**config.mk**
```make
export PLATFORM = sky130hd
export DESIGN_NAME = irq_vec_responder
export DESIGN_NICKNAME = d
export VERILOG_FILES = /design/src/rtl/irqv_pkg.sv /design/src/rtl/irqv_regs.sv /design/src/rtl/irqv_ack.sv /design/src/rtl/irqv_busguard.sv /design/src/rtl/irq_vec_responder.sv
export SDC_FILE = /design/constraint.sdc
export NUM_CORES = 1
export LEC_CHECK = 0
export ABC_AREA = 1
export BUFFER_PORTS_ARGS = -buffer_cell sky130_fd_sc_hd__buf_2
export CORE_MARGIN = 2
export CORE_UTILIZATION = 50
export DETAILED_ROUTE_END_ITERATION = 8
export PLACE_DENSITY = 0.74
export SLEW_MARGIN = 0
export SYNTH_ARGS = -nofsm -noshare
export SYNTH_HDL_FRONTEND = slang
export SYNTH_HIERARCHICAL = 1
export SYNTH_SLANG_ARGS = --single-unit
```
**constraint.sdc**
```tcl
create_clock -name clk -period 1.7 [get_ports clk]
set_input_delay 0.51 -clock clk [delete_from_list [all_inputs] [get_ports clk]]
set_output_delay 0.51 -clock clk [all_outputs]
set_load 0.005 [all_outputs]
```
**src/rtl/irqv_pkg.sv**
```systemverilog
package irqv_pkg;
  localparam int VEC_W = 8;
  localparam logic [VEC_W-1:0] UNINIT_VEC = 8'h0F;
  localparam logic SEL_VEC  = 1'b0;
  localparam logic SEL_CTRL = 1'b1;
endpackage

```
**src/rtl/irqv_regs.sv**
```systemverilog
module irqv_regs #(
  parameter int VEC_W = 8,
  parameter int LVL_W = 3
) (
  input  logic             clk,
  input  logic             rst,
  input  logic             wr_en,
  input  logic             wr_addr,
  input  logic [VEC_W-1:0] wr_data,
  output logic [VEC_W-1:0] vec_eff,
  output logic [LVL_W-1:0] level,
  output logic             auto_mode
);
  import irqv_pkg::*;

  logic [VEC_W-1:0] vec_q;
  logic             vec_loaded_q;
  logic [LVL_W-1:0] level_q;
  logic             auto_q;
  logic             unused_hi;

  assign unused_hi = ^wr_data[VEC_W-1:LVL_W+1];

  always_ff @(posedge clk) begin
    if (rst) begin
      vec_q        <= '0;
      vec_loaded_q <= 1'b0;
      level_q      <= '0;
      auto_q       <= 1'b0;
    end else if (wr_en) begin
      if (wr_addr == SEL_VEC) begin
        vec_q        <= wr_data;
        vec_loaded_q <= 1'b1;
      end else begin
        level_q <= wr_data[LVL_W-1:0];
        auto_q  <= wr_data[LVL_W];
      end
    end
  end

  assign vec_eff   = vec_loaded_q ? vec_q : UNINIT_VEC;
  assign level     = level_q;
  assign auto_mode = auto_q;
endmodule

```
**src/rtl/irqv_ack.sv**
```systemverilog
module irqv_ack #(
  parameter int NUM_LEVELS = 7,
  parameter int LVL_W      = 3,
  parameter int VEC_W      = 8
) (
  input  logic                  clk,
  input  logic                  rst,
  input  logic                  evt,
  input  logic [LVL_W-1:0]      level,
  input  logic                  auto_mode,
  input  logic [VEC_W-1:0]      vec_eff,
  input  logic [NUM_LEVELS-1:0] iack_lines,
  output logic [NUM_LEVELS-1:0] irq_lines,
  output logic                  dtack,
  output logic                  vpa,
  output logic                  data_oe,
  output logic [VEC_W-1:0]      data_out
);
  logic [NUM_LEVELS-1:0] level_mask;
  logic [NUM_LEVELS-1:0] busy_mask_q;
  logic                  pending_q, busy_q, dtack_q, vpa_q, drive_q;
  logic [VEC_W-1:0]      vec_hold_q;
  logic                  lvl_ok, iack_hit, iack_held, ack_start;

  for (genvar i = 0; i < NUM_LEVELS; i++) begin : g_mask
    assign level_mask[i] = (level == LVL_W'(i + 1));
  end

  assign lvl_ok    = |level_mask;
  assign iack_hit  = |(iack_lines & level_mask);
  assign iack_held = |(iack_lines & busy_mask_q);
  assign ack_start = pending_q && iack_hit && !busy_q;

  always_ff @(posedge clk) begin
    if (rst) begin
      pending_q   <= 1'b0;
      busy_q      <= 1'b0;
      busy_mask_q <= '0;
      dtack_q     <= 1'b0;
      vpa_q       <= 1'b0;
      drive_q     <= 1'b0;
      vec_hold_q  <= '0;
    end else begin
      pending_q <= (evt && lvl_ok) || (pending_q && !ack_start);
      if (ack_start) begin
        busy_q      <= 1'b1;
        busy_mask_q <= level_mask;
        dtack_q     <= !auto_mode;
        vpa_q       <= auto_mode;
        drive_q     <= !auto_mode;
        vec_hold_q  <= vec_eff;
      end else if (busy_q && !iack_held) begin
        busy_q      <= 1'b0;
        busy_mask_q <= '0;
        dtack_q     <= 1'b0;
        vpa_q       <= 1'b0;
        drive_q     <= 1'b0;
      end
    end
  end

  assign irq_lines = pending_q ? level_mask : '0;
  assign dtack     = dtack_q;
  assign vpa       = vpa_q;
  assign data_oe   = drive_q && iack_held;
  assign data_out  = data_oe ? vec_hold_q : '0;
endmodule

```
**src/rtl/irqv_busguard.sv**
```systemverilog
module irqv_busguard #(
  parameter int NUM_LEVELS = 7,
  parameter int TIMEOUT    = 16
) (
  input  logic                  clk,
  input  logic                  rst,
  input  logic [NUM_LEVELS-1:0] iack_lines,
  input  logic                  dtack,
  input  logic                  vpa,
  output logic                  berr
);
  localparam int CNT_W = $clog2(TIMEOUT + 1);

  logic [CNT_W-1:0] cnt_q;
  logic             answered_q, berr_q, in_cycle;

  assign in_cycle = |iack_lines;

  always_ff @(posedge clk) begin
    if (rst || !in_cycle) begin
      cnt_q      <= '0;
      answered_q <= 1'b0;
      berr_q     <= 1'b0;
    end else begin
      if (dtack || vpa) answered_q <= 1'b1;
      if (!answered_q && !dtack && !vpa && !berr_q) begin
        if (cnt_q == CNT_W'(TIMEOUT - 1)) berr_q <= 1'b1;
        cnt_q <= cnt_q + 1'b1;
      end
    end
  end

  assign berr = berr_q;
endmodule

```
**src/rtl/irq_vec_responder.sv**
```systemverilog
module irq_vec_responder #(
  parameter int NUM_LEVELS   = 7,
  parameter int BERR_TIMEOUT = 16
) (
  input  logic                  clk,
  input  logic                  rst,
  input  logic                  reg_wr_en,
  input  logic                  reg_addr,
  input  logic [7:0]            reg_wdata,
  input  logic                  evt_pulse,
  input  logic [NUM_LEVELS-1:0] iack_lines,
  output logic [NUM_LEVELS-1:0] irq_lines,
  output logic [7:0]            data_out,
  output logic                  data_oe,
  output logic                  dtack,
  output logic                  vpa,
  output logic                  berr
);
  localparam int LVL_W = $clog2(NUM_LEVELS + 1);
  localparam int VEC_W = irqv_pkg::VEC_W;

  logic [VEC_W-1:0] vec_eff;
  logic [LVL_W-1:0] level;
  logic             auto_mode;

  irqv_regs #(.VEC_W(VEC_W), .LVL_W(LVL_W)) u_regs (
    .clk(clk), .rst(rst), .wr_en(reg_wr_en), .wr_addr(reg_addr),
    .wr_data(reg_wdata), .vec_eff(vec_eff), .level(level),
    .auto_mode(auto_mode)
  );

  irqv_ack #(.NUM_LEVELS(NUM_LEVELS), .LVL_W(LVL_W), .VEC_W(VEC_W)) u_ack (
    .clk(clk), .rst(rst), .evt(evt_pulse), .level(level),
    .auto_mode(auto_mode), .vec_eff(vec_eff), .iack_lines(iack_lines),
    .irq_lines(irq_lines), .dtack(dtack), .vpa(vpa),
    .data_oe(data_oe), .data_out(data_out)
  );

  irqv_busguard #(.NUM_LEVELS(NUM_LEVELS), .TIMEOUT(BERR_TIMEOUT)) u_guard (
    .clk(clk), .rst(rst), .iack_lines(iack_lines), .dtack(dtack),
    .vpa(vpa), .berr(berr)
  );
endmodule

```
Word level (Yosys, flattened, before mapping). Index checks and enable logic that the tools add are counted.

Flip-flop bits (word level): 39.

$add $sub $neg: 1. Equal/unequal tests: 8. Muxes and demuxes: 9. Bitwise logic cells: 3. Reductions and logical operators: 29.

Operators by type and width (number): OR reduction 7 bit (4); 2-to-1 mux 7 bit (3); 2-to-1 mux 8 bit (2); AND 7 bit (2); equality test 3 bit (second input constant) (4); logical AND 1 bit (9); zero test 1 bit (9); equality test 3 x 2 -> 1 bit (second input constant) (2); AND reduction 2 bit (3); adder 5 x 1 -> 5 bit (second input constant) (1); equality test 5 x 4 -> 1 bit (second input constant) (1); 2-to-1 mux 1 bit (4); equality test 3 x 1 -> 1 bit (second input constant) (1); logical OR 1 bit (3); nonzero test 2 bit (1); inverter 1 bit (1).

Longest topological paths before layout. Gate-level depths: netlist (run 1).

Depth in word-level cells: 8. Mapped depth: 10. Mapped depth without buffers: 8.

Hierarchy. The synthesis (run 1) kept the hierarchy.

Modules (own cells, without submodules): irqv_ack (instances 1, cells each 151, area each 1133.6 sq um, seq. area each 380.4 sq um); irqv_regs (instances 1, cells each 87, area each 584.3 sq um, seq. area each 260.2 sq um); irqv_busguard (instances 1, cells each 54, area each 402.9 sq um, seq. area each 140.1 sq um).

Worst setup path after synthesis (run 1). OpenSTA, ideal clock, no wires.

Kind: in2out. Start: input iack_lines[5]. End: output data_oe. Arrival time: 1066 ps. Data required time: 1190 ps. Path slack: 124 ps. Stages on the path: 6. Path through: nand2_1 > nand2_1 > a21oi_1 > nand2_1 > nand2_1 > inv_1.

Word-level cells in the longest chain between the ends: 3.

RTL lines: from (decl) (line irq_vec_responder.sv:11) `input logic [NUM_LEVELS-1:0] iack_lines,`; AND 7 bit (line irqv_ack.sv:31) `assign iack_held = |(iack_lines & busy_mask_q);`; OR reduction 7 bit (line irqv_ack.sv:31); logical AND 1 bit (line irqv_ack.sv:65) `assign data_oe = drive_q && iack_held;`; to (decl) (line irq_vec_responder.sv:14) `output logic data_oe,`.

No other way between the ends.

Worst setup path in the final report (run 1).
Start: input iack_lines[5]. End: output data_out[3].

Word-level cells in the longest chain between the ends: 4.

RTL lines: AND 7 bit (line irqv_ack.sv:31); OR reduction 7 bit (line irqv_ack.sv:31); logical AND 1 bit (line irqv_ack.sv:65); 2-to-1 mux 8 bit (line irqv_ack.sv:66) `assign data_out = data_oe ? vec_hold_q : '0;`; to (decl) (line irq_vec_responder.sv:13) `output logic [7:0] data_out,`.

No other way between the ends.

==> reports/metrics.csv, run 1 <==
metric;value;unit
Worst VDD drop;0.4187;mV
drc violations;0;
Most Crowded Layer GR;met2;
area grow syn2layout;26.73;%
Die ar.;4778;um^2
CP max stage delay;0.15;ns
status;finished, violations left;
CP Cell Sequence;buf_6 > nand2_2 > nand2_1 > a21oi_2 > nand2_1 > nand2_2 > buf_12 > nor2_2 > buf_2;
Final ANT Viol Nets;0;
Nets;369;
Synth top area share;36.81;%
GRT overflow;0;
Post-synth top cells;nand2_1 (49), dfxtp_1 (39), nand3_1 (38), nor2_1 (38), inv_1 (34);
largest net degree at the start of global routing;21;
Reg area;802.0;um^2
Power Total;1.854;mW
WL per Instance;12.52;um
PortBufs;38;
Setup WS post-layout;-0.1704;ns
Clk pin slew, worst setup/hold paths;0.07;ns
CP endpoint kind;primary output;
maxcap violations;0;
CP startpoint kind;input pin;
Detailed Place HPWL;3.268;mm
core outline area;4029;um^2
internal power component;1.352;mW
post-DR vias/cell;5.128;
crit share post-route;110.0;%
EDFF count, synth;0;
most frequent cell after synthesis;nand2_1;
total number of vias;2041;
Die Wd;69.13;um
placed cells;383;
all-layer global routing usage;19.57;%
I/O Pins;39;
clock share of power;31.6;%
Initial Util;52.64;%
routability congestion estimate from global placement;0.8052;
ANT cells;0;
FILL cells;365;
worst hold path class;reg -> reg;
power per cell area;689.7;nW/um^2
combinational share of power;15.5;%
Slew @ Worst Pin;0.3893;ns
Setup TNS;-1.526;ns
skew final;0.003859;ns
GR Util met1;26.34;%
Clk Latency, worst-skew pair;0.28;ns
fmax;534.7;MHz
TritonCTS clock tree;done;
ys async rst share;0;%
DIE HEIGHT;69.13;um
fin area;2688;um^2
NetSw;502.1;uW
vias in the first global route;1841;
Primary FF master, synth;dfxtp_1;
Fin. Hold Viols;0;
reg2reg start;u_regs/level[2];
top post-synthesis cells by area;dfxtp_1 (37%), nand3_1 (9.0%), nand2_1 (8.7%);
Slew HR;73.97;%
post-synth top area cell;dfxtp_1;
crit path from;iack_lines[5];
synthesized flop and latch total;39;
multi-input logic area;1166;um^2
floorplan row count;23;
Final Instance Count excl. Fillers;398;
sw frac;27.09;%
initial drt markers;213;
kind of critical path;in -> out;
clock tree sinks;39;
failing checks;negative setup slack;
Pre-antenna DRT Iters;4;
register area share after synthesis;36.81;%
Max FO, Critical Path;9;
worst hold start;u_ack/vec_hold_q[1];
mean post-synth cell area;7.263;um^2
layout cell share with drive strength beyond 1;38.22;%
Crit-path slowest cell;a21oi_2;
clock buffer depth;2;
post-synthesis cell area;2121;um^2
initial antenna violation count;0;
syn_nets;314;
H-tree levels;2;
Root Driver;clkbuf_8;
met2 GRT Util;31.41;%
# setup viols final;11;
number of buffers created by CTS;5;
RSZ-0062 raised after global routing;yes;
Seq pwr share;52.9;%
fin crit period;1.870;ns
Hold Buf Count CTS;0;
Syn Inst Count;292;
Yosys cell types;34;
Slew Viols, Final;0;
Worst Path Required;1.19;ns
Ys Warns;6;
area post-placement;2396;um^2
critical path arrival;1.36;ns
first-pass GRT wire length;7.914;mm
utilization after layout;66.71;%
Total Wirelength;4.982;mm
Lkg Pwr;1.192;nW
met3 usage in global routing;4.971;%
-- cell usage in the layout, fill, tap and decap left out, types with 2 or more instances in the layout --
cell type  netlist  layout
inv_8            0       2
or2_2            4       4
clkinv_2         1       2
xor2_1           2       2
clkbuf_8         0       5
nor2_4           3       3
a21oi_1         15      14
clkbuf_1         1       2
nand3_1         38      38
dfxtp_1         39      30
nor3_1           6       5
inv_1           34      34
ha_1             2       2
nor2_1          38      32
nand2_1         49      47
dfxtp_4          0       4
nor2_2           3       9
dfxtp_2          0       5
buf_4            1      15
nor4_2           0       2
a21oi_2         12      13
nor4_4           0       3
nand4_1          6       6
nand2_2         11      13
inv_2            4       2
buf_12           1       3
buf_2            1      36
buf_6            4       4
-- power by group through the flow --
stage / Combinational (mW) / Sequential [mW] / Clock [mW]
floorplan: 0.183 / 0.988 / 0
global placement: 0.244 / 0.999 / 0
detailed placement: 0.248 / 1.00 / 0
CTS: 0.254 / 0.979 / 0.600
global route: 0.322 / 0.985 / 0.643
finish: 0.287 / 0.981 / 0.585
-- metrics by stage --
stage	setup WS [ns]	hold slack, ns
floorplan	0.1238	0.4350
global placement	-0.2057	0.4511
detailed placement	-0.2158	0.4553
CTS	-0.1383	0.4680
global route	-0.2395	0.4875
finish	-0.1704	0.4651
-- timing repair --
action                     4_1_cts  5_1_grt
resized for setup               15       28
setup endpoints to repair       16       15
gates cloned                     0        0
buffers inserted                 0        7
pin swaps                        0        3
-- cells by family after synthesis --
family	count (synthesis)	synth area share (%)
AOI/OAI and AO/OA	30	9.852
xor gates and xnor gates	2	0.8261
adders and majority gates	2	1.180
buffers and inverters	51	12.27
DFF	39	36.81
and+or+nand+nor	168	39.06
-- worst max-delay path, delay by kind of cell --
family | cells | cell delay [ns]
simple gates | 5 | 0.36
buf+inv | 3 | 0.33
compound gates | 1 | 0.15
-- final cells by class --
cell class / instances / share of cell area (%)
Clock inverter: 1 / 0.1862
Multi-Input combinational cell: 202 / 43.39
Inverter: 41 / 6.611
Sequential cell: 39 / 29.84
Clock buffer: 7 / 2.840
Timing Repair Buffer: 58 / 14.80
Tap cell: 50 / 2.328
-- routing by layer --
metal	vias up	routed length, um
li1	1047	-
met1	920	2205
met2	61	2350
met3	13	334
met4	0	91
met5	-	0
-- flip-flops by register name (all words and copies together), names as in the netlist --
register and count:
u_ack/busy_mask_q 7, u_ack/busy_q 1, u_ack/drive_q 1, u_ack/pending_q 1
u_ack/vec_hold_q 8, u_ack/vpa 1, u_guard/answered_q 1, u_guard/berr 1
u_guard/cnt_q 5, u_regs/auto_mode 1, u_regs/level 3, u_regs/vec_loaded_q 1
u_regs/vec_q 8
-- final timing paths --
path	endpoint	slack, ns	cells after the start
worst min register to register	u_ack/vec_hold_q[1]	0.47	2
worst min-delay path	u_ack/vec_hold_q[1]	0.47	2
worst max register to register	u_ack/busy_mask_q[0]	0.14	9
worst max-delay path	data_out[3]	-0.17	9
No activity file was read; power rests on OpenSTA's default activity.
==> run 2: changes to the inputs <==
- CORE_ASPECT_RATIO: unset -> 0.5
==> run 2 against run 1 <==
Compared with the run above: the run still ends with negative setup slack left; power down 0.70%; worst hold slack better by 0.0021 ns; global-route usage increased by 2.2 points; cell count grew 0.75%; die area rose by 0.67%.
==> reports/metrics.csv, run 2 (synthesized netlist as in run 1, its figures left out) <==
metric;value;unit
status;finished, violations left;
failing checks;negative setup slack;
WL per Instance;13.06;um
clock tree sinks;39;
Worst R2R Path Depth;9;
pre-CTS WS;-0.2660;ns
Clk pin slew, worst setup/hold paths;0.07;ns
Total Wirelength;5.238;mm
Slew Viols, Final;0;
I/O Pins;39;
Final Instance Count excl. Fillers;401;
Largest delay share family, worst path;simple AND/OR/NAND/NOR gates;
kind of critical path;in -> out;
# setup viols final;11;
Lkg Pwr;1.203;nW
fin crit period;1.828;ns
layout cell share with drive strength beyond 1;39.77;%
power per cell area;688.7;nW/um^2
FILL cells;334;
combinational share of power;15.2;%
CP max stage delay;0.15;ns
CP endpoint kind;primary output;
Nets;368;
largest net degree at the start of global routing;20;
Pre-antenna DRT Iters;4;
Initial Util;53.23;%
first-pass GRT wire length;8.045;mm
critical path depth;8;
sw frac;26.90;%
Hold Buf Count CTS;0;
Clk Latency, worst-skew pair;0.28;ns
placed cells;387;
NetSw;495.2;uW
Buf/Inv on CP;2;
post-DR vias/cell;5.177;
initial drt markers;114;
CP startpoint kind;input pin;
RSZ-0062 raised after global routing;yes;
Fin. Hold Viols;0;
Root Driver;clkbuf_8;
routability congestion estimate from global placement;0.8623;
Min Hold Slack;0.4672;ns
commonest non-fill, non-tap cell in the layout;nand2_1;
DIE HEIGHT;50.05;um
top flop regs;u_ack/vec_hold_q: 8 flops, u_regs/vec_q: 8 flops, u_ack/busy_mask_q: 7 flops;
PortBufs;38;
total number of vias;2076;
Crit-path slowest cell;a21oi_4;
Final ANT Viol Nets;0;
fmax;547.2;MHz
Slew @ Worst Pin;0.3692;ns
GRT overflow;0;
Worst VDD drop;0.3996;mV
Power Total;1.841;mW
Worst Path Required;1.19;ns
clock buffer depth;2;
worst hold path class;reg -> reg;
TritonCTS clock tree;done;
Max FO, Critical Path;5;
WHS Path Cells;2;
core outline area;3984;um^2
utilization after layout;67.09;%
skew final;0.003355;ns
Detailed Place HPWL;3.535;mm
ANT cells;0;
initial antenna violation count;0;
Die ar.;4810;um^2
floorplan row count;16;
crit share post-route;107.5;%
all-layer global routing usage;21.72;%
critical path arrival;1.32;ns
drc violations;0;
commonest cells after routing, fill and taps aside;nand2_1 (39), nand3_1 (38), buf_2 (35), inv_1 (33), nor2_1 (32);
H-tree levels;2;
maxcap violations;0;
Die Wd;96.11;um
Seq pwr share;53.2;%
Slew HR;75.32;%
Setup WS post-layout;-0.1276;ns
CP Cell Sequence;buf_2 > nand2_2 > nand2_2 > a21oi_4 > nand2_4 > nand2_4 > nor2_2 > buf_2;
area grow syn2layout;26.02;%
clock share of power;31.6;%
number of buffers created by CTS;5;
vias in the first global route;1726;
internal power component;1.346;mW
run 2: cell type report:
class,instances,area (um^2),area share (%)
Clock buffer,7,76.32,2.856
Inverter,41,167.7,6.273
Sequential cell,39,798.3,29.87
Tap cell,54,67.56,2.528
Clock inverter,1,5.005,0.1873
Multi-Input combinational cell,203,1200,44.90
Timing Repair Buffer,56,357.8,13.39
run 2: per-stage QoR:
| step | setup TNS, ns | instance area (um^2) |
|---|---|---|
| floorplan | 0 | 2121 |
| global placement | -1.999 | 2389 |
| detailed placement | -2.308 | 2389 |
| CTS | -0.8107 | 2541 |
| global route | -1.518 | 2673 |
| finish | -0.9676 | 2673 |
run 2: worst paths after layout:
check                      startpoint                   end  slack (ns)
setup / recovery        iack_lines[4]           data_out[3]       -0.13
hold / removal    u_ack/vec_hold_q[5]   u_ack/vec_hold_q[5]        0.47
setup reg to reg      u_regs/level[1]  u_ack/busy_mask_q[6]        0.12
hold reg to reg   u_ack/vec_hold_q[5]   u_ack/vec_hold_q[5]        0.47
run 2: routing by layer:
metal | part of all wire [%] | up-vias | global-route usage [%]
met5 | 0 | - | 0
met4 | 1.9 | 0 | 5.714
met3 | 7.6 | 13 | 5.810
met2 | 42 | 64 | 29.98
met1 | 48 | 955 | 32.83
li1 | - | 1044 | -
run 2: repair_timing:
item                       in CTS  in global routing
buffers inserted                0                  5
gates resized for setup        19                 31
pin swaps                       6                 10
hold endpoints to repair        0                  0
setup endpoints to repair      16                 15
gates cloned                    1                  0
run 2: worst register-to-register path, stage by stage, from the launching register on:
cell     delay (ns)
dfxtp_4        0.39
buf_4          0.17
buf_4          0.13
nand4_1        0.08
nand2_1        0.07
nor2_2         0.12
nand2_4        0.12
nand2_8        0.17
nand3_1        0.11
a21oi_1        0.15
run 2: power groups by stage:
stage / Sequential [mW] / Clock, mW / Combinational, mW
after floorplan: 0.988 / 0 / 0.183
after global placement: 0.999 / 0 / 0.246
after detailed placement: 1.00 / 0 / 0.251
after CTS: 0.979 / 0.596 / 0.259
after global routing: 0.983 / 0.633 / 0.311
final: 0.980 / 0.581 / 0.280
==> run 3: changes to the inputs <==
- BUFFER_PORTS_ARGS: -buffer_cell sky130_fd_sc_hd__buf_2 -> unset
- DONT_BUFFER_PORTS: unset -> 1
- PLACE_DENSITY: 0.74 -> 0.66
- SLEW_MARGIN: 0 -> unset
==> run 3 against run 2 <==
Compared with the run above: the run now ends clean; global-route usage shrank 0.88 points; die area did not move; non-clock buffer count fell by 49; worst hold slack got worse by 0.18 ns; register-to-register slack gained 0.11 ns; power is 5.1% lower; core utilization fell by 7.3 points; first-iteration DRC count rose by 27%; worst setup slack improved by 0.15 ns; critical path depth shrank 2; critical endpoint is now data_out[6].
==> reports/metrics.csv, run 3 (synthesized netlist as in run 1, its figures left out) <==
metric;value;unit
DIE HEIGHT;50.05;um
top flop regs;u_ack/vec_hold_q: 8 flops, u_regs/vec_q: 8 flops, u_ack/busy_mask_q: 7 flops;
Largest delay share family, worst path;simple AND/OR/NAND/NOR gates;
Setup WS post-layout;0.02468;ns
worst hold path class;in -> reg;
commonest cells after routing, fill and taps aside;nand2_1 (41), nand3_1 (38), inv_1 (33), dfxtp_1 (33), nor2_1 (29);
drc violations;0;
core outline area;3984;um^2
kind of critical path;reg -> out;
maxcap violations;0;
FILL cells;370;
total number of vias;1854;
commonest non-fill, non-tap cell in the layout;nand2_1;
all-layer global routing usage;20.84;%
clock share of power;32.2;%
initial drt markers;145;
Slew HR;72.30;%
Setup Buffers After CTS;0;
ANT cells;0;
area grow syn2layout;12.21;%
floorplan row count;16;
number of buffers created by CTS;5;
Worst Path Required;1.19;ns
Lkg Pwr;0.9200;nW
Final ANT Viol Nets;0;
power per cell area;733.9;nW/um^2
GRT overflow;0;
layout cell share with drive strength beyond 1;30.07;%
clock buffer depth;2;
CP endpoint kind;primary output;
Die ar.;4810;um^2
clock tree sinks;39;
vias in the first global route;1627;
CP startpoint kind;flip-flop;
PortBufs;0;
Fin. Hold Viols;0;
CP Cell Sequence;nand2_2 > nand2_2 > a21oi_4 > nand2_4 > nand2_4 > nor2_2;
Buf/Inv on CP;0;
Initial Util;53.23;%
crit share post-route;98.55;%
Nets;319;
Slew @ Worst Pin;0.4143;ns
pre-CTS WS;-0.06223;ns
Seq pwr share;56.1;%
initial antenna violation count;0;
skew final;0.002418;ns
Slew Viols, Final;0;
Clk pin slew, worst setup/hold paths;0.07;ns
routability congestion estimate from global placement;0.8639;
Power Total;1.746;mW
Root Driver;clkbuf_8;
combinational share of power;11.7;%
I/O Pins;39;
largest net degree at the start of global routing;28;
internal power component;1.294;mW
fin crit period;1.675;ns
Clk Latency, worst-skew pair;0.28;ns
critical path arrival;1.17;ns
fmax;596.9;MHz
H-tree levels;2;
Die Wd;96.11;um
Crit-path slowest cell;dfxtp_2;
RSZ-0062 raised after global routing;yes;
Worst VDD drop;0.3822;mV
WL per Instance;13.66;um
Detailed Place HPWL;3.355;mm
post-DR vias/cell;5.297;
status;completed;
Total Wirelength;4.780;mm
CP max stage delay;0.34;ns
Max FO, Critical Path;4;
Pre-antenna DRT Iters;4;
Hold Buf Count CTS;0;
sw frac;25.88;%
NetSw;451.9;uW
first-pass GRT wire length;7.562;mm
TritonCTS clock tree;done;
# setup viols final;0;
## run 3: cell type report
cell class	count	area, um^2	share of cell area (%)
Clock buffer	6	72.57	3.049
Sequential cell	39	795.8	33.44
Timing Repair Buffer	7	52.55	2.208
Inverter	41	160.2	6.730
Tap cell	54	67.56	2.839
Multi-Input combinational cell	203	1231	51.74
## run 3: per-stage QoR
| stage | TNS, ns | util, % | cell area [um^2] | hold slack, ns | instances |
|---|---|---|---|---|---|
| detailed placement | -0.5133 | 53.74 | 2141 | 0.4527 | 343 |
| floorplan | 0 | - | 2121 | 0.4350 | 292 |
| global route | -0.1493 | 59.74 | 2380 | 0.2680 | 350 |
| global placement | -0.1349 | 53.74 | 2141 | 0.4472 | 343 |
| finish | 0 | 59.74 | 2380 | 0.2823 | 350 |
| CTS | 0 | 56.85 | 2265 | 0.2677 | 349 |
## run 3: power groups by stage
stage	sequential [mW]	combinational (mW)	clock, mW
3_3_place_gp	0.999	0.188	0
4_1_cts	0.981	0.197	0.584
6_report	0.980	0.204	0.562
2_1_floorplan	0.988	0.183	0
3_5_place_dp	1.00	0.191	0
5_1_grt	0.986	0.232	0.618
## run 3: what timing repair did
action / in CTS / in global routing
cloned: 0 / 1
pin swaps: 3 / 4
resized for setup: 13 / 30
endpoints found under the setup margin: 16 / 15
## run 3: worst paths after layout
path,startpoint,endpoint,slack [ns],cells past startpoint
worst max-delay path,u_ack/busy_mask_q[5],data_out[6],0.02,6
worst min-delay path,rst,u_ack/vec_hold_q[7],0.28,1
worst max register to register,u_regs/level[0],u_ack/vec_hold_q[5],0.23,8
worst min register to register,u_regs/auto_mode,u_regs/auto_mode,0.46,2
## run 3: routing by layer
layer | GRT usage (%) | vias up | share of wire, %
li1 | - | 943 | -
met1 | 30.03 | 843 | 48
met2 | 28.94 | 61 | 42
met3 | 6.881 | 7 | 8.8
met4 | 6.905 | 0 | 0.61
met5 | 0 | - | 0
